===== config.mk =====
export PLATFORM = sky130hd
export DESIGN_NAME = ir_buf_svc
export DESIGN_NICKNAME = d
export VERILOG_FILES = /design/src/rtl/ir_svc_pkg.sv /design/src/rtl/ir_byte_fifo.sv /design/src/rtl/ir_tx_shifter.sv /design/src/rtl/ir_rx_framer.sv /design/src/rtl/ir_buf_svc.sv
export SDC_FILE = /design/constraint.sdc
export NUM_CORES = 1
export LEC_CHECK = 0
export BUFFER_PORTS_ARGS = -buffer_cell sky130_fd_sc_hd__buf_2
export CAP_MARGIN = 20
export CORE_MARGIN = 2
export CORE_UTILIZATION = 55
export CTS_BUF_LIST = sky130_fd_sc_hd__clkbuf_8
export DETAILED_ROUTE_END_ITERATION = 10
export PLACE_DENSITY = 0.77
export SLEW_MARGIN = 20
export SYNTH_ARGS = -nofsm -noshare
export SYNTH_HDL_FRONTEND = slang
export SYNTH_SLANG_ARGS = --single-unit

===== constraint.sdc =====
create_clock -name clk -period 4.45 [get_ports clk]
set_input_delay 0.2225 -clock clk [delete_from_list [all_inputs] [get_ports clk]]
set_output_delay 0.2225 -clock clk [all_outputs]
set_load 0.01 [all_outputs]

===== src/rtl/ir_svc_pkg.sv =====
package ir_svc_pkg;

    localparam logic [1:0] REG_CTRL = 2'd0;
    localparam logic [1:0] REG_STAT = 2'd1;
    localparam logic [1:0] REG_DATA = 2'd2;

    localparam int STA_EOF_BIT = 2;

    localparam logic [7:0] ADDR_BCAST = 8'hFF;
    localparam logic [7:0] MARK_END   = 8'h00;
    localparam logic [7:0] MARK_ERR   = 8'h01;

    typedef struct packed {
        logic [7:0] match;
        logic       am_en;
        logic       rx_im;
        logic       tx_im;
        logic       rx_en;
        logic       tx_en;
    } ctrl_t;

endpackage


===== src/rtl/ir_byte_fifo.sv =====
module ir_byte_fifo #(
    parameter int W     = 8,
    parameter int DEPTH = 16,
    parameter int CW    = $clog2(DEPTH + 1)
) (
    input  logic          clk,
    input  logic          rst_n,
    input  logic          flush,
    input  logic          push,
    input  logic [W-1:0]  wdata,
    input  logic          pop,
    output logic [W-1:0]  rdata,
    output logic [CW-1:0] count,
    output logic          empty,
    output logic          full
);
    localparam int AW = (DEPTH > 1) ? $clog2(DEPTH) : 1;
    localparam logic [CW-1:0] CNT_FULL = CW'(DEPTH);
    localparam logic [AW-1:0] PTR_LAST = AW'(DEPTH - 1);

    typedef struct packed {
        logic [DEPTH-1:0][W-1:0] mem;
        logic [AW-1:0]           rd;
        logic [AW-1:0]           wr;
        logic [CW-1:0]           cnt;
    } fifo_st_t;

    fifo_st_t st_q, st_d;
    logic     do_push, do_pop;

    always_comb begin
        st_d    = st_q;
        do_pop  = pop && (st_q.cnt != '0);
        do_push = push && ((st_q.cnt != CNT_FULL) || do_pop);
        if (flush) begin
            st_d.rd  = '0;
            st_d.wr  = '0;
            st_d.cnt = '0;
        end else begin
            if (do_push) begin
                st_d.mem[st_q.wr] = wdata;
                st_d.wr = (st_q.wr == PTR_LAST) ? '0 : st_q.wr + 1'b1;
            end
            if (do_pop) begin
                st_d.rd = (st_q.rd == PTR_LAST) ? '0 : st_q.rd + 1'b1;
            end
            case ({do_push, do_pop})
                2'b10:   st_d.cnt = st_q.cnt + 1'b1;
                2'b01:   st_d.cnt = st_q.cnt - 1'b1;
                default: st_d.cnt = st_q.cnt;
            endcase
        end
    end

    always_ff @(posedge clk) begin
        if (!rst_n) st_q <= '0;
        else        st_q <= st_d;
    end

    assign rdata = st_q.mem[st_q.rd];
    assign count = st_q.cnt;
    assign empty = (st_q.cnt == '0);
    assign full  = (st_q.cnt == CNT_FULL);


    push_pop_hold_chk: assert property (@(posedge clk) disable iff (!rst_n)
        (push && pop && !empty && !flush) |=> (count == $past(count)));


    no_overflow_chk: assert property (@(posedge clk) disable iff (!rst_n)
        (full && push && !pop && !flush) |=> full);

endmodule


===== src/rtl/ir_tx_shifter.sv =====
module ir_tx_shifter (
    input  logic       clk,
    input  logic       rst_n,
    input  logic       en,
    input  logic       tick,
    input  logic       avail,
    input  logic [7:0] din,
    output logic       take,
    output logic       ser_o,
    output logic       busy_o
);
    typedef struct packed {
        logic       busy;
        logic [7:0] sh;
        logic [2:0] nb;
    } tx_st_t;

    tx_st_t st_q, st_d;

    always_comb begin
        st_d = st_q;
        take = 1'b0;
        if (!en) begin
            st_d = '0;
        end else if (tick) begin
            if (st_q.busy && (st_q.nb != 3'd7)) begin
                st_d.sh = {1'b1, st_q.sh[7:1]};
                st_d.nb = st_q.nb + 1'b1;
            end else if (avail) begin
                st_d.busy = 1'b1;
                st_d.sh   = din;
                st_d.nb   = 3'd0;
                take      = 1'b1;
            end else begin
                st_d.busy = 1'b0;
                st_d.nb   = 3'd0;
            end
        end
    end

    always_ff @(posedge clk) begin
        if (!rst_n) st_q <= '0;
        else        st_q <= st_d;
    end

    assign ser_o  = st_q.busy ? st_q.sh[0] : 1'b1;
    assign busy_o = st_q.busy;


    tx_halt_chk: assert property (@(posedge clk) disable iff (!rst_n)
        !en |=> (!busy_o && ser_o));

endmodule


===== src/rtl/ir_rx_framer.sv =====
module ir_rx_framer
    import ir_svc_pkg::*;
(
    input  logic       clk,
    input  logic       rst_n,
    input  logic       en,
    input  logic       tick,
    input  logic       ser_i,
    input  logic       sof,
    input  logic       eof,
    input  logic       err,
    input  logic       am_en,
    input  logic [7:0] match,
    output logic       push,
    output logic [8:0] pdata
);
    typedef struct packed {
        logic       in_frame;
        logic       have_addr;
        logic       keep;
        logic [7:0] sh;
        logic [2:0] nb;
    } rx_st_t;

    rx_st_t     st_q, st_d;
    logic [7:0] nxt_byte;
    logic       hit;

    always_comb begin
        st_d     = st_q;
        push     = 1'b0;
        pdata    = '0;
        nxt_byte = {ser_i, st_q.sh[7:1]};
        hit      = !am_en || (nxt_byte == match) || (nxt_byte == ADDR_BCAST);
        if (!en) begin
            st_d = '0;
        end else if (sof) begin
            st_d.in_frame  = 1'b1;
            st_d.have_addr = 1'b0;
            st_d.keep      = 1'b0;
            st_d.nb        = 3'd0;
        end else if ((eof || err) && st_q.in_frame) begin
            push          = st_q.keep;
            pdata         = {1'b1, (err ? MARK_ERR : MARK_END)};
            st_d.in_frame = 1'b0;
            st_d.nb       = 3'd0;
        end else if (tick && st_q.in_frame) begin
            st_d.sh = nxt_byte;
            if (st_q.nb == 3'd7) begin
                st_d.nb = 3'd0;
                pdata   = {1'b0, nxt_byte};
                if (!st_q.have_addr) begin
                    st_d.have_addr = 1'b1;
                    st_d.keep      = hit;
                    push           = hit;
                end else begin
                    push = st_q.keep;
                end
            end else begin
                st_d.nb = st_q.nb + 1'b1;
            end
        end
    end

    always_ff @(posedge clk) begin
        if (!rst_n) st_q <= '0;
        else        st_q <= st_d;
    end


    keep_latch_chk: assert property (@(posedge clk) disable iff (!rst_n)
        (en && st_q.in_frame && st_q.have_addr && !sof) |=> (st_q.keep == $past(st_q.keep)));


    rx_idle_chk: assert property (@(posedge clk) disable iff (!rst_n)
        !en |=> (!st_q.in_frame && (st_q.nb == 3'd0)));

endmodule


===== src/rtl/ir_buf_svc.sv =====
module ir_buf_svc
    import ir_svc_pkg::*;
#(
    parameter int DEPTH   = 16,
    parameter int TX_LOW  = 8,
    parameter int RX_HIGH = 8
) (
    input  logic        clk,
    input  logic        rst_n,
    input  logic        reg_we,
    input  logic        reg_re,
    input  logic [1:0]  reg_addr,
    input  logic [31:0] reg_wdata,
    output logic [31:0] reg_rdata,
    input  logic        tx_tick,
    output logic        tx_bit,
    input  logic        rx_tick,
    input  logic        rx_bit,
    input  logic        rx_sof,
    input  logic        rx_eof,
    input  logic        rx_err,
    output logic        tx_irq,
    output logic        rx_irq,
    output logic        tx_dma_req,
    output logic        rx_dma_req
);
    localparam int CW = $clog2(DEPTH + 1);
    localparam logic [CW-1:0] TX_LOW_C  = CW'(TX_LOW);
    localparam logic [CW-1:0] RX_HIGH_C = CW'(RX_HIGH);

    typedef struct packed {
        ctrl_t ctrl;
        logic  eof;
    } top_st_t;

    top_st_t       st_q, st_d;
    logic          tx_push, tx_take, tx_empty, tx_full, tx_busy;
    logic [7:0]    tx_head;
    logic [CW-1:0] tx_cnt;
    logic          rx_req, rx_pop, rx_empty, rx_full, rx_set;
    logic [8:0]    rx_pdata, rx_head;
    logic [CW-1:0] rx_cnt;
    logic          tx_svc, rx_svc;

    assign tx_push = reg_we && (reg_addr == REG_DATA) && st_q.ctrl.tx_en;
    assign rx_pop  = reg_re && (reg_addr == REG_DATA);
    assign rx_set  = rx_req && rx_pdata[8] && (!rx_full || rx_pop);

    always_comb begin
        st_d = st_q;
        if (reg_we && (reg_addr == REG_CTRL)) begin
            st_d.ctrl.tx_en = reg_wdata[0];
            st_d.ctrl.rx_en = reg_wdata[1];
            st_d.ctrl.tx_im = reg_wdata[2];
            st_d.ctrl.rx_im = reg_wdata[3];
            st_d.ctrl.am_en = reg_wdata[4];
            st_d.ctrl.match = reg_wdata[15:8];
        end
        if (rx_set)
            st_d.eof = 1'b1;
        else if (reg_we && (reg_addr == REG_STAT) && reg_wdata[STA_EOF_BIT])
            st_d.eof = 1'b0;
    end

    always_ff @(posedge clk) begin
        if (!rst_n) st_q <= '0;
        else        st_q <= st_d;
    end

    ir_byte_fifo #(.W(8), .DEPTH(DEPTH), .CW(CW)) u_tx_fifo (
        .clk(clk), .rst_n(rst_n), .flush(!st_q.ctrl.tx_en),
        .push(tx_push), .wdata(reg_wdata[7:0]), .pop(tx_take),
        .rdata(tx_head), .count(tx_cnt), .empty(tx_empty), .full(tx_full)
    );

    ir_tx_shifter u_tx_sh (
        .clk(clk), .rst_n(rst_n), .en(st_q.ctrl.tx_en), .tick(tx_tick),
        .avail(!tx_empty), .din(tx_head), .take(tx_take),
        .ser_o(tx_bit), .busy_o(tx_busy)
    );

    ir_rx_framer u_rx_fr (
        .clk(clk), .rst_n(rst_n), .en(st_q.ctrl.rx_en), .tick(rx_tick),
        .ser_i(rx_bit), .sof(rx_sof), .eof(rx_eof), .err(rx_err),
        .am_en(st_q.ctrl.am_en), .match(st_q.ctrl.match),
        .push(rx_req), .pdata(rx_pdata)
    );

    ir_byte_fifo #(.W(9), .DEPTH(DEPTH), .CW(CW)) u_rx_fifo (
        .clk(clk), .rst_n(rst_n), .flush(!st_q.ctrl.rx_en),
        .push(rx_req), .wdata(rx_pdata), .pop(rx_pop),
        .rdata(rx_head), .count(rx_cnt), .empty(rx_empty), .full(rx_full)
    );

    assign tx_svc     = st_q.ctrl.tx_en && (tx_cnt <= TX_LOW_C);
    assign rx_svc     = (rx_cnt >= RX_HIGH_C);
    assign tx_irq     = tx_svc && st_q.ctrl.tx_im;
    assign tx_dma_req = tx_svc;
    assign rx_irq     = rx_svc && st_q.ctrl.rx_im;
    assign rx_dma_req = rx_svc && !st_q.eof;

    always_comb begin
        reg_rdata = '0;
        case (reg_addr)
            REG_CTRL: begin
                reg_rdata[15:8] = st_q.ctrl.match;
                reg_rdata[4:0]  = {st_q.ctrl.am_en, st_q.ctrl.rx_im, st_q.ctrl.tx_im,
                                   st_q.ctrl.rx_en, st_q.ctrl.tx_en};
            end
            REG_STAT: begin
                reg_rdata[0]           = tx_svc;
                reg_rdata[1]           = rx_svc;
                reg_rdata[STA_EOF_BIT] = st_q.eof;
                reg_rdata[8 +: CW]     = tx_cnt;
                reg_rdata[16 +: CW]    = rx_cnt;
            end
            REG_DATA: begin
                reg_rdata[8:0] = rx_head;
                reg_rdata[9]   = !rx_empty;
            end
            default: reg_rdata = '0;
        endcase
    end


    tx_flush_chk: assert property (@(posedge clk) disable iff (!rst_n)
        !st_q.ctrl.tx_en |=> (tx_cnt == '0));


    rx_flush_chk: assert property (@(posedge clk) disable iff (!rst_n)
        !st_q.ctrl.rx_en |=> (rx_cnt == '0));


    rx_dma_level_chk: assert property (@(posedge clk) disable iff (!rst_n)
        rx_dma_req |-> (rx_cnt >= RX_HIGH_C));


    tx_dma_level_chk: assert property (@(posedge clk) disable iff (!rst_n)
        tx_dma_req |-> (st_q.ctrl.tx_en && (tx_cnt <= TX_LOW_C)));


    eof_set_chk: assert property (@(posedge clk) disable iff (!rst_n)
        $rose(st_q.eof) |-> $past(rx_req && rx_pdata[8]));

endmodule


==> flow_metrics.tcl, run 1 <==
set metrics [dict create \
    status "completed" \
    p_per_area_nw_per_um2 311 \
    synth_edf_count 0 \
    multi_input_area_um2 9850 \
    fin_cells 2151 \
    final_cell_mix "334 x dfxtp_1, 163 x nand3_1, 154 x mux2i_1, 138 x nor2b_1, 108 x a21boi_1" \
    dpl.hpwl_um 26600 \
    clockBufferDepth 3 \
    cts_hold_buf 13 \
    ir_worst_vdd_v 0.000304 \
    cp-end-kind "primary output" \
    internal_power_mw 4.49 \
    p_sw_mw 1.37 \
    drt_iter0_markers 1362 \
    ys_warn_count 0 \
    area_growth_pct 8.02 \
    grt_max_degree 149 \
    num_io_pins 81 \
    io_buffers 53 \
    avgViaCountPerCell 6.12 \
    finalSetupViolCount 0 \
    period_share_pct 73.7 \
    n_antenna_cell 0 \
    switching_share_pct 23.4 \
    r2r.worst_path.cells 7 \
    rows 65 \
    core-area_um2 31400 \
    clkPwrFrac_pct 45.0 \
    synth_area_per_cell_um2 10.0 \
    drv_slew 0 \
    root_buffer "clkbuf_8" \
    ys_ff_latch 337 \
    start_util_pct 55.4 \
    die_w_um 182 \
    p_total_mw 5.86 \
    ant_nets 0 \
    layout_commonest_cell "dfxtp_1" \
    grt_usage_pct 25.4 \
    worst_setup_path_start_kind "flop" \
    worst_path_largest_cell_delay_ps 840 \
    netlist_area_um2 17400 \
    ys_dominant_reg_cell "dfxtp_1" \
    rsz0062_at_grt "false" \
    gp_congestion 0.869 \
    tns_ps 0 \
    cp_max_fo 23 \
    seq_area_um2 6750 \
    clk_pin_slew_ps 60 \
    fin_nets 1774 \
    synth.distinct_cells 63 \
    cts_inserted_buffers 54 \
    whs_path_depth 4 \
    drive_above_1_share_pct 20.0 \
    cts_tree "yes" \
    fin_ws_ps 1170 \
    drc_errors 0 \
    grt_overflow_total 0 \
    postSynthCellCount 1732 \
    wl_per_cell_um 19.8 \
    path_class "flop to primary output" \
    first_pass_iters 6 \
    clk_latency_ps 600 \
    power.leakage_nw 7.07 \
    placed_cells 2039 \
    hold_viol_final 0 \
    power_frac_seq_pct 51.7 \
    period_minus_slack_ps 3280 \
    synthArstFlopShare_pct 0 \
    crit_required_ps 4230 \
    finClkSkew_ps 21.8 \
    clkSinkCount 337 \
    antenna_found_initial 0 \
    cts-resized-gates 0 \
    pwr-share-comb_pct 3.3 \
    cp_cell_sequence "mux4_2 -> mux2_2 -> o21ai_0 -> o22ai_1 -> buf_2" \
    cts_setup_buffers 0 \
    drt_wl_total_um 42700 \
    relSlewSlack_pct 25.6 \
    holdWs_ps 25.0 \
    maxCapViolCount 0 \
    fmax_mhz 305 \
    cpMaxStageDelayCell "dfxtp_2" \
    grt_pass1_wl_um 68300 \
    grt_pass1_vias 12947 \
    arrival_ps 3060 \
    n_fill_cell 2584 \
    vias 13155 \
    ys_seq_area_share_pct 38.8 \
    cts_max_level 2 \
    die_area_um2 33100 \
    max_slew.worst_pin.slew_ps 1110 \
    place_ws_ps 1100 \
    fp.dieH_um 182 \
    min_path_type "primary input to flop" \
]
routing by layer:
metal | wire length, µm | vias to the layer above | global-route usage (%) | part of all wire [%]
met3 | 2240 | 89 | 3.53 | 5.2
li1 | - | 6213 | - | -
met1 | 18300 | 6476 | 33.1 | 43
met5 | 0 | - | 0 | 0
met4 | 1440 | 0 | 10.4 | 3.4
met2 | 20700 | 377 | 42.7 | 48
area by class of cell:
class / instances / share of cell area, %
repair buffers: 86 / 3.07
well taps: 402 / 2.68
multi-input cells: 1218 / 52.4
flip-flops and latches: 337 / 35.9
inverters: 9 / 0.180
clock buffers: 69 / 5.05
clock inverters: 30 / 0.699
state kept, by name, indices dropped and copies added (netlist names):
signal,flops
u_tx_sh.st_q,11
u_tx_sh.busy_o,1
u_tx_fifo.st_q,136
u_rx_fr.nxt_byte,7
u_rx_fifo.count,5
u_rx_fifo.st_q,152
st_q,14
u_rx_fr.st_q,6
u_tx_fifo.count,5
power groups by stage:
stage               Sequential (mW)  Clock (mW)  Combinational (mW)
detailed placement             3.09           0               0.181
finish                         3.03        2.64               0.194
global route                   3.02        2.81               0.207
floorplan                      3.09           0               0.140
global placement               3.09           0               0.179
CTS                            3.03        2.67               0.190
final timing paths:
kind                                                      start                               to  slack (ps)
worst max register to register             st_q[9]$_SDFFE_PN0P_   u_rx_fifo.st_q[7]$_SDFFE_PN0P_        1210
worst min-delay path                                     reg_we             st_q[0]$_SDFFE_PN0P_          20
worst min register to register  u_rx_fifo.st_q[20]$_SDFFE_PN0P_  u_rx_fifo.st_q[20]$_SDFFE_PN0P_         460
worst max-delay path            u_rx_fifo.st_q[10]$_SDFFE_PN0P_                     reg_rdata[3]        1170
critical path, delay by kind of cell (launching register included):
family | cells | cell delay (ps)
muxes | 2 | 900
DFF | 1 | 840
AOI/OAI and AO/OA | 2 | 510
buffers and inverters | 1 | 170
synth_stat cells (7+ instances only):
cell type	instances	share of area, %
nand4_2	15	1.1
a21boi_1	108	4.7
nor2_1	44	0.95
mux2i_1	154	8.9
o21ai_0	96	2.8
nand3_1	164	4.7
o21ai_2	36	1.8
o21ai_1	31	0.89
ha_1	22	1.6
a21boi_0	14	0.60
nand2b_1	7	0.25
xor2_1	15	0.75
a22oi_1	15	0.65
buf_1	16	0.35
clkbuf_1	107	2.3
nand3b_1	8	0.35
or4_1	15	0.65
nor2b_1	138	5.0
buf_4	24	1.0
a21boi_2	36	2.3
mux4_2	72	9.3
buf_2	23	0.66
and2_1	23	0.83
inv_1	9	0.19
nor4_4	12	1.5
nor4_2	7	0.50
dfxtp_1	337	39
nand2_1	57	1.2
a21oi_1	48	1.4
metrics by stage:
step,cell area (µm²),utilization (%)
final,18800,59.9
after global routing,18800,59.9
after CTS,18800,59.8
after detailed placement,17600,56.0
after global placement,17600,56.0
after floorplan,17400,-
cells by family after synthesis:
| kind of cell | synth area share (%) |
|---|---|
| simple gates | 17.9 |
| flops | 38.8 |
| other cells | 0.0215 |
| xor+xnor | 1.06 |
| fa+ha+maj | 1.81 |
| mux | 18.6 |
| buf+inv | 5.13 |
| compound gates | 16.7 |
No activity file was read; power rests on OpenSTA's default activity.
==> run 2, diff against run 1 <==
PLACE_DENSITY = 0.79   (was 0.77)
clock period = 2.63 ns   (was 4.45 ns; I/O delays follow)
==> run 2 against run 1 <==
Critical endpoint is now reg_rdata[5]; sequential share of layout area is 2.4 points lower; hold slack better by 77 ps; the flow now finishes with violations (negative setup slack); critical path depth increased by 1; routed wire length is 7.5% higher; cell count grew 4.5%; combinational power increased by 95%; utilization up 4.4 points.
==> flow_metrics.tcl, run 2 (synthesized netlist as in run 1, its figures left out) <==
set metrics [dict create \
    cpMaxStageDelayCell "mux4_2" \
    period_share_pct 103 \
    cts_tree "yes" \
    placed_cells 2097 \
    clockBufferDepth 3 \
    core-area_um2 31400 \
    rsz0062_at_grt "true" \
    globalRoute.busiestLayer "met2" \
    ant_nets 0 \
    final_cell_mix "328 x dfxtp_1, 163 x nand3_1, 150 x mux2i_1, 136 x nor2b_1, 108 x a21boi_1" \
    worst_path_largest_cell_delay_ps 570 \
    largest_reg_flops 152 \
    clkSinkCount 337 \
    final_core_util_pct 64.3 \
    use_met3_pct 5.01 \
    avgViaCountPerCell 6.21 \
    root_buffer "clkbuf_8" \
    antenna_found_initial 2 \
    drt_wl_total_um 45900 \
    grtUsageMet2_pct 44.5 \
    layout_commonest_cell "dfxtp_1" \
    area_growth_pct 16.0 \
    n_fill_cell 2335 \
    min_path_type "primary input to flop" \
    clk_pin_slew_ps 60 \
    vias 13955 \
    relSlewSlack_pct 44.1 \
    fmax_mhz 369 \
    cts_max_level 2 \
    worst_setup_path_start_kind "flop" \
    fp.dieH_um 182 \
    cp-end-kind "primary output" \
    crit_buf_inv 3 \
    p_total_mw 9.99 \
    gp_congestion 0.872 \
    finClkSkew_ps 35.6 \
    finalSetupViolCount 7 \
    period_minus_slack_ps 2710 \
    fin_cells 2247 \
    start_util_pct 55.4 \
    ir_worst_vdd_v 0.000720 \
    fin_nets 1872 \
    seq_area_um2 6760 \
    critPathTopFamily "multiplexers" \
    holdWs_ps 102 \
    r2r.worst_path.cells 13 \
    violations "negative setup slack" \
    multi_input_area_um2 10200 \
    grt_pass1_vias 13947 \
    hold_viol_final 0 \
    num_io_pins 81 \
    max_slew.worst_pin.slew_ps 836 \
    die_area_um2 33100 \
    reg2reg_slack_ps -40 \
    largest-register "u_rx_fifo.st_q" \
    met1_usage_pct 34.1 \
    cp_max_fo 6 \
    grt_pass1_wl_um 72400 \
    p_per_area_nw_per_um2 495 \
    io_buffers 53 \
    final_area_um2 20200 \
    largest_registers "u_rx_fifo.st_q: 152 flops, u_tx_fifo.st_q: 136 flops, st_q: 14 flops" \
    tns_ps -343 \
    dpl.hpwl_um 27600 \
    status "finished, violations left" \
    grt_overflow_total 0 \
    whs_path_depth 4 \
    crit_required_ps 2500 \
    dpl-instance-area_um2 18200 \
    cp_cell_sequence "buf_12 -> buf_12 -> mux4_2 -> mux4_2 -> and2_1 -> buf_2" \
    grt_usage_pct 27.0 \
    wl_per_cell_um 20.4 \
    first_pass_iters 6 \
    path_class "flop to primary output" \
    cp.depth 6 \
    die_w_um 182 \
    place_ws_ps -54.4 \
    clk_latency_ps 620 \
    drt_iter0_markers 1541 \
    power.leakage_nw 7.65 \
    drc_errors 0 \
    rows 65 \
    fin_ws_ps -79.7 \
    arrival_ps 2580 \
    grt_max_degree 192 \
    drive_above_1_share_pct 25.9 \
    drv_slew 0 \
    cts_inserted_buffers 54 \
    maxCapViolCount 0 \
]
[run 2: cell count changes in the layout (fill, tap and decap cells not counted), moves of 6 or more]
cell / before / now
buf_4: 18 / 77
dlygate4sd3_1: 13 / 34
buf_12: 2 / 13
or4_1: 15 / 6
or4_4: 2 / 11
ha_1: 22 / 14
ha_4: 0 / 8
a21oi_1: 48 / 41
buf_6: 1 / 8
dfxtp_1: 334 / 328
o22ai_1: 6 / 0
o22ai_2: 0 / 6
[run 2: final timing paths]
path                                                       from                         endpoint
worst max-delay path             u_rx_fifo.st_q[9]$_SDFFE_PN0P_                     reg_rdata[5]
worst min-delay path                                     rx_eof    u_rx_fr.st_q[12]$_SDFFE_PP0P_
worst max register to register     u_rx_fr.st_q[0]$_SDFFE_PP0P_  u_rx_fifo.count[4]$_SDFFE_PN0P_
worst min register to register  u_rx_fifo.st_q[17]$_SDFFE_PN0P_  u_rx_fifo.st_q[17]$_SDFFE_PN0P_
[run 2: timing repair]
item,CTS,global route
buffers inserted,14,4
pin swaps,11,16
gates resized for setup,39,33
endpoints found under the hold margin,77,0
cloned,1,1
hold buffers,34,0
endpoints found under the setup margin,29,86
[run 2: worst reg2reg max path, cell delays in order (launching register included)]
cell,delay (ps)
dfxtp_2,360
ha_4,140
ha_4,170
a211o_1,170
nand3_4,90
nor3_4,200
nand2_2,90
ha_4,190
fa_2,360
a21o_1,170
a21oi_2,120
xor2_1,90
or3_1,310
a21oi_1,120
[run 2: final cells by class]
class / instances / share of cell area, %
antenna: 1 / 0.0124
clock buffer: 71 / 4.84
clock inverter: 25 / 0.527
inverter: 9 / 0.167
multi-input combinational: 1218 / 50.7
sequential: 337 / 33.5
tap: 402 / 2.49
timing repair buffer: 184 / 7.72
[run 2: metal layers]
metal,share of wire [%],vias up
met5,0,-
met4,4.4,0
met3,6.6,142
met2,48,565
met1,41,6840
li1,-,6408
[run 2: where the power goes]
group | internal, mW | total [mW] | switching [mW] | leakage [nW]
sequential | 5.11 | 5.12 | 0.00704 | 2.72
combinational | 0.161 | 0.379 | 0.217 | 4.30
clock | 2.40 | 4.49 | 2.10 | 0.628
